### config.mk
export PLATFORM = sky130hd
export DESIGN_NAME = i2c_bitbang_port
export DESIGN_NICKNAME = d
export VERILOG_FILES = /design/src/rtl/i2c_bitbang_port.sv
export SDC_FILE = /design/constraint.sdc
export NUM_CORES = 1
export LEC_CHECK = 0
export ABC_AREA = 1
export BUFFER_PORTS_ARGS = -buffer_cell sky130_fd_sc_hd__clkbuf_2
export CAP_MARGIN = 10
export CELL_PAD_IN_SITES_DETAIL_PLACEMENT = 1
export CELL_PAD_IN_SITES_GLOBAL_PLACEMENT = 1
export CORE_UTILIZATION = 23
export DETAILED_ROUTE_END_ITERATION = 12
export PLACE_DENSITY_LB_ADDON = 0.1
export SYNTH_ARGS = -nofsm -noshare
export SYNTH_HDL_FRONTEND = slang
export SYNTH_SLANG_ARGS = --single-unit
export TNS_END_PERCENT = 100
### constraint.sdc
create_clock -name clk -period 1.15 [get_ports clk]
set_clock_uncertainty 0.1 [all_clocks]
set_input_delay 0.115 -clock clk [delete_from_list [all_inputs] [get_ports clk]]
set_output_delay 0.115 -clock clk [all_outputs]
set_load 0.02 [all_outputs]
### src/rtl/i2c_bitbang_port.sv
module i2c_bitbang_port #(
  parameter int AW     = 4,
  parameter int DW     = 8,
  parameter int BANK_W = 3
) (
  input  logic          clk,
  input  logic          rst_n,
  input  logic          bus_sel,
  input  logic          bus_wr,
  input  logic [AW-1:0] bus_addr,
  input  logic [DW-1:0] bus_wdata,
  output logic [DW-1:0] bus_rdata,
  output logic          ctl_sel,
  input  logic [DW-1:0] ctl_rdata,
  output logic [BANK_W-1:0] ctl_bank,
  input  logic          sda_in,
  output logic          scl_oe,
  output logic          sda_oe
);
  localparam logic [AW-1:0] OFS_SCL_LO = AW'(4);
  localparam logic [AW-1:0] OFS_SCL_HI = AW'(5);
  localparam logic [AW-1:0] OFS_SDA_LO = AW'(6);
  localparam logic [AW-1:0] OFS_SDA_HI = AW'(7);
  localparam logic [AW-1:0] OFS_SDA_RD = AW'(8);
  localparam logic [AW-1:0] OFS_BANK   = AW'(14);
  localparam logic [AW-1:0] OFS_MODE   = AW'(15);

  logic              eep_mode;
  logic [BANK_W-1:0] bank_q;
  logic              scl_lo, sda_lo;
  logic [1:0]        sda_sync;

  wire own_ofs  = (bus_addr == OFS_MODE) || (bus_addr == OFS_BANK);
  wire eep_acc  = bus_sel && eep_mode;
  wire mode_wr  = bus_sel && bus_wr && (bus_addr == OFS_MODE);
  wire bank_wr  = bus_sel && bus_wr && !eep_mode && (bus_addr == OFS_BANK);

  always_ff @(posedge clk) begin
    if (!rst_n) begin
      eep_mode <= 1'b0;
      bank_q   <= '0;
      scl_lo   <= 1'b1;
      sda_lo   <= 1'b1;
      sda_sync <= '0;
    end else begin
      sda_sync <= {sda_sync[0], sda_in};
      if (mode_wr) eep_mode <= bus_wdata[0];
      if (bank_wr) bank_q <= bus_wdata[BANK_W-1:0];
      if (eep_acc) begin
        case (bus_addr)
          OFS_SCL_LO: scl_lo <= 1'b1;
          OFS_SCL_HI: scl_lo <= 1'b0;
          OFS_SDA_LO: sda_lo <= 1'b1;
          OFS_SDA_HI: sda_lo <= 1'b0;
          default: ;
        endcase
      end
    end
  end

  always_comb begin
    bus_rdata = '0;
    if (bus_addr == OFS_MODE)
      bus_rdata = '0;
    else if (eep_mode) begin
      if (bus_addr == OFS_SDA_RD) bus_rdata[0] = sda_sync[1];
    end else if (bus_addr == OFS_BANK)
      bus_rdata[BANK_W-1:0] = bank_q;
    else
      bus_rdata = ctl_rdata;
  end

  assign ctl_sel  = bus_sel && !eep_mode && !own_ofs;
  assign ctl_bank = bank_q;
  assign scl_oe   = scl_lo;
  assign sda_oe   = sda_lo;
endmodule


==> flow_summary.toml, run 1 <==
[sta]
setup_ws_ns = -0.148
worstMarginPinSlew_ns = 0.246
period_minus_slack_ns = 1.30
max_slew_margin_pct = 83.6
tns_ns = -0.855
timing_hold_violations_final = 0
setup_violations = 12
fmax_mhz = 771
slew_viol_final = 0
post-route-period-util_pct = 113
rsz0062_at_grt = "true"

[setup_path]
r2r_slack_ns = -0.04
worstPathArrival_ns = 1.08
r2r_cells = 6
crit_fanout = 3
cp-start-kind = "flop"
slowest_stage = "dfxtp_4"
critPathKind = "flop to output port"
crit_path_max_incr_delay_ns = 0.38
r2r-start = "eep_mode"
setup.worst_path.end_class = "output port"
crit_chain = "inv_4 > nor2_4 > nand4_1 > nand2_1 > clkbuf_8"
worstPathRequired_ns = 0.94
r2r-end = "ctl_bank[1]"

[power_and_ir_drop]
power_density_nw_per_um2 = 799
power_leakage_nw = 0.493
peakVddDrop_v = 0.000635
p_total_mw = 0.711

[yosys]
ys_seq_area_share_pct = 30.8
syn_inst = 87
yosys_warnings = 0
syn_avg_cell_area_um2 = 5.97
synth_top_area_share_pct = 30.8
yosysTopAreaCell = "dfxtp_1"
syn-num-nets = 112
ys_seq_elements = 8
synth_area_leaders = "dfxtp_1 (31%), nand2_1 (14%), inv_1 (12%)"
synth.cell_area_um2 = 519
yosysUniqueCellTypes = 14

[clock_network]
cts_root_buffer = "clkbuf_4"
htreeDepth = 1
cts_buffers = 3
cts.sinks = 8
insertion_delay_ns = 0.24
clkTransAtPathRegs_ns = 0.06
clock_path_buffers = 2
cts_tree = "done"

[drt]
vias = 666
drc = 0
met1_length_um = 718
finalWirelength_um = 1560
avgRoutedWirePerCell_um = 10.0
top_layer = "met4"
ant_nets = 0
wl_met3_um = 75
wl_met2_um = 755
viasPerCell = 4.27
drt-initial-drc-count = 4
dr.pass1.iters = 4

[min_path]
min_path_cells = 2
hold_path.class = "input pin to flop"
min_from = "rst_n"
holdPathEnd = "sda_oe"

[die]
die-area_um2 = 2450
initial_core_util_pct = 25.4
die_w_um = 49.5
coreArea_um2 = 2040
pin_count = 39
std_cell_rows = 16
die_y_um = 49.5

[layout]
synthToLayoutAreaGrowth_pct = 71.3
multi_input_comb_area_um2 = 324
fin_nets = 156
insertedDiodeCount = 0
final_common_cell = "clkbuf_2"
fillers = 296
drive_gt1_share_pct = 48.1
layout_common_cells = "clkbuf_2 (24), nand2_1 (18), inv_1 (16), nor2_1 (9), buf_4 (9)"
seqCellArea_um2 = 164
stdcell_count = 156

[placement]
post-place-cells = 151
io_buffers = 33
globalplace.congestion = 0.767
hpwl_um = 1240
dp_worst_setup_slack_ns = -0.00401

[flow_run]
max_cap_violations = 0

[global_route]
grt_max_degree = 9
first_global_vias = 616
grt_pass1_wl_um = 2550
antenna_found_initial = 0
grtUsageTotal_pct = 13.4
grt-ovfl-total = 0

[status]
run_status = "finished, violations left"
violations = "negative setup slack"
## cell type report
class                      count  share of cell area, %
tap                           27                   3.80
sequential                     8                   18.4
clock buffer                   3                   2.53
inverter                      19                   8.30
multi-input combinational     59                   36.4
timing repair buffer          40                   30.5
## where the power goes
part           internal, mW  switching, mW  total, mW
clock                 0.119         0.0922      0.211
sequential            0.280        0.00289      0.283
combinational        0.0993          0.117      0.216
total                 0.499          0.212      0.711
## routing by layer
metal  up-vias  global-route usage [%]
met5         -                       0
met3         2                    2.16
met4         0                    4.29
met2        21                    21.2
li1        350                       -
met1       293                    18.3
## critical path, delay by kind of cell (launching register included)
family,cells,cell delay [ns]
buf+inv,2,0.19
flops,1,0.38
simple gates,3,0.27
## synth_stat cells, drive strengths merged
master  instances
nand3b          1
inv            19
dfxtp           8
a21oi           6
nand2          22
nand4           2
nand3          10
o21ai           1
nor2           17
clkbuf          1
## worst max path at each step
stage              endpoint  depth (start not counted)      from  slack, ns
2_1_floorplan  bus_rdata[1]                          3  eep_mode       0.05
3_3_place_gp   bus_rdata[0]                          5  eep_mode      0.005
3_5_place_dp   bus_rdata[0]                          5  eep_mode     -0.004
4_1_cts        bus_rdata[0]                          5  eep_mode      -0.16
5_1_grt        bus_rdata[0]                          5  eep_mode      -0.20
6_report       bus_rdata[0]                          5  eep_mode      -0.15
## sequential cells by signal (all words and copies together), names as in the netlist
signal    cells
sda_sync      2
eep_mode      1
scl_oe        1
sda_oe        1
ctl_bank      3
## kinds of logic after synthesis
group	share of synthesized area (%)
buf+inv	14.5
simple gates	48.0
compound gates	6.75
flops	30.8
## metrics by stage
step | util (%) | area [µm²] | hold WS, ns
after floorplan | - | 519 | 0.113
after global placement | 36.8 | 752 | 0.195
after detailed placement | 36.8 | 752 | 0.212
after CTS | 42.5 | 868 | 0.0551
after global routing | 43.6 | 890 | 0.0601
final | 43.6 | 890 | 0.0509
## repair_timing
| item | 4_1_cts | 5_1_grt |
|---|---|---|
| hold endpoints to repair | 1 | 0 |
| endpoints found under the setup margin | 9 | 12 |
| pin swaps | 6 | 1 |
| resized for setup | 23 | 10 |
| setup buffers | 1 | 0 |
| hold buffers | 1 | 0 |
(Power assumes the default switching activity.)
==> run 2: changes to the inputs <==
Settings changed: REMOVE_ABC_BUFFERS set to 1.
==> run 2 against run 1 <==
  * The run still ends with negative setup slack left
  * Core utilization is 2.7 points lower
  * Critical path depth unchanged
  * Flip-flop and latch count did not move
==> flow_summary.toml, run 2 (synthesized netlist as in run 1, its figures left out) <==
[sta]
timing_hold_violations_final = 0
fmax_mhz = 761
post-route-period-util_pct = 114
period_minus_slack_ns = 1.31
setup_ws_ns = -0.165
slew_viol_final = 0
rsz0062_at_grt = "true"
tns_ns = -1.08
setup_violations = 9
worstMarginPinSlew_ns = 0.190
max_slew_margin_pct = 87.3

[clock_network]
cts_tree = "done"
insertion_delay_ns = 0.25
cts_buffers = 3
cts_root_buffer = "clkbuf_4"
cts.sinks = 8
cts_setup_buffers = 0
clkTransAtPathRegs_ns = 0.05
clock_path_buffers = 2
htreeDepth = 1

[power_and_ir_drop]
power_density_nw_per_um2 = 828
power_leakage_nw = 0.479
peakVddDrop_v = 0.000548

[layout]
drive_gt1_share_pct = 43.8
fin_nets = 155
final_common_cell = "clkbuf_2"
insertedDiodeCount = 0
layout_common_cells = "clkbuf_2 (24), nand2_1 (18), inv_1 (17), buf_4 (11), nand3_1 (10)"
largest_reg_flops = 3
design_area_um2 = 835
fillers = 283
seqCellArea_um2 = 164
synthToLayoutAreaGrowth_pct = 60.7
multi_input_comb_area_um2 = 302

[die]
die-area_um2 = 2450
die_w_um = 49.5
pin_count = 39
initial_core_util_pct = 25.4
die_y_um = 49.5
std_cell_rows = 16
coreArea_um2 = 2040

[placement]
io_buffers = 33
placed_cell_area_um2 = 752
hpwl_um = 1280
globalplace.congestion = 0.777

[global_route]
grt-ovfl-total = 0
first_global_vias = 640
grt_pass1_wl_um = 2640
grt_max_degree = 9
antenna_found_initial = 0
grtUsageTotal_pct = 14.1

[setup_path]
cp-start-kind = "flop"
critPathKind = "flop to output port"
worstPathArrival_ns = 1.10
worstPathRequired_ns = 0.94
crit_fanout = 4
setup.worst_path.end_class = "output port"

[drt]
vias = 673
finalWirelength_um = 1560
drc = 0
ant_nets = 0
avgRoutedWirePerCell_um = 10.0
drt-initial-drc-count = 9
viasPerCell = 4.34
dr.pass1.iters = 4

[status]
run_status = "finished, violations left"
violations = "negative setup slack"

[flow_run]
max_cap_violations = 0

[min_path]
hold_path.class = "input pin to flop"
[run 2: changes by cell type in the layout (fill, tap and decap cells not counted), sizes merged]
cell / previous run / this run
clkbuf: 32 / 30
buf: 10 / 11
[run 2: final timing paths]
path,startpoint,end,slack [ns],cells past startpoint
worst max-delay path,eep_mode,bus_rdata[0],-0.16,5
worst min-delay path,rst_n,sda_oe,0.05,2
worst max register to register,eep_mode,ctl_bank[0],0.08,5
worst min register to register,sda_sync[0],sda_sync[1],0.31,2
[run 2: metrics by stage]
stage | hold slack (ns) | worst slack, ns | power, mW | util [%] | cells
2_1_floorplan | 0.0996 | 0.0453 | 0.384 | - | 86
3_3_place_gp | 0.197 | 0.00292 | 0.463 | 36.8 | 151
3_5_place_dp | 0.209 | -0.0115 | 0.468 | 36.8 | 151
4_1_cts | 0.0501 | -0.185 | 0.701 | 40.5 | 155
5_1_grt | 0.0571 | -0.250 | 0.743 | 40.9 | 155
6_report | 0.0490 | -0.165 | 0.691 | 40.9 | 155
[run 2: routing by layer]
| layer | vias to the layer above | global-route usage (%) | wire [µm] |
|---|---|---|---|
| met1 | 298 | 16.9 | 638 |
| met2 | 20 | 23.5 | 814 |
| met5 | - | 0 | 0 |
| met4 | 0 | 8.57 | 27 |
| met3 | 4 | 1.85 | 76 |
| li1 | 351 | - | - |
[run 2: final cells by class]
class                   instances  share of cell area, %
well taps                      27                   4.05
inverters                      19                   8.55
clock buffers                   3                   2.70
flip-flops and latches          8                   19.6
repair buffers                 39                   28.9
multi-input cells              59                   36.1
[run 2: critical path, cell delays in order, from the launching register on]
cell	delay, ns
dfxtp_4	0.37
inv_2	0.06
nor2_4	0.08
nand4_1	0.10
nand2_1	0.09
clkbuf_8	0.14
[run 2: power by group]
group | internal (mW) | total, mW | switching (mW)
combinational | 0.0871 | 0.199 | 0.112
clock | 0.119 | 0.209 | 0.0896
sequential | 0.281 | 0.284 | 0.00275
[run 2: timing repair]
item	in CTS	in global routing
pin swaps	2	0
hold buffers	1	0
cloned	0	0
resized for setup	15	9
endpoints found under the setup margin	9	9
endpoints found under the hold margin	1	0
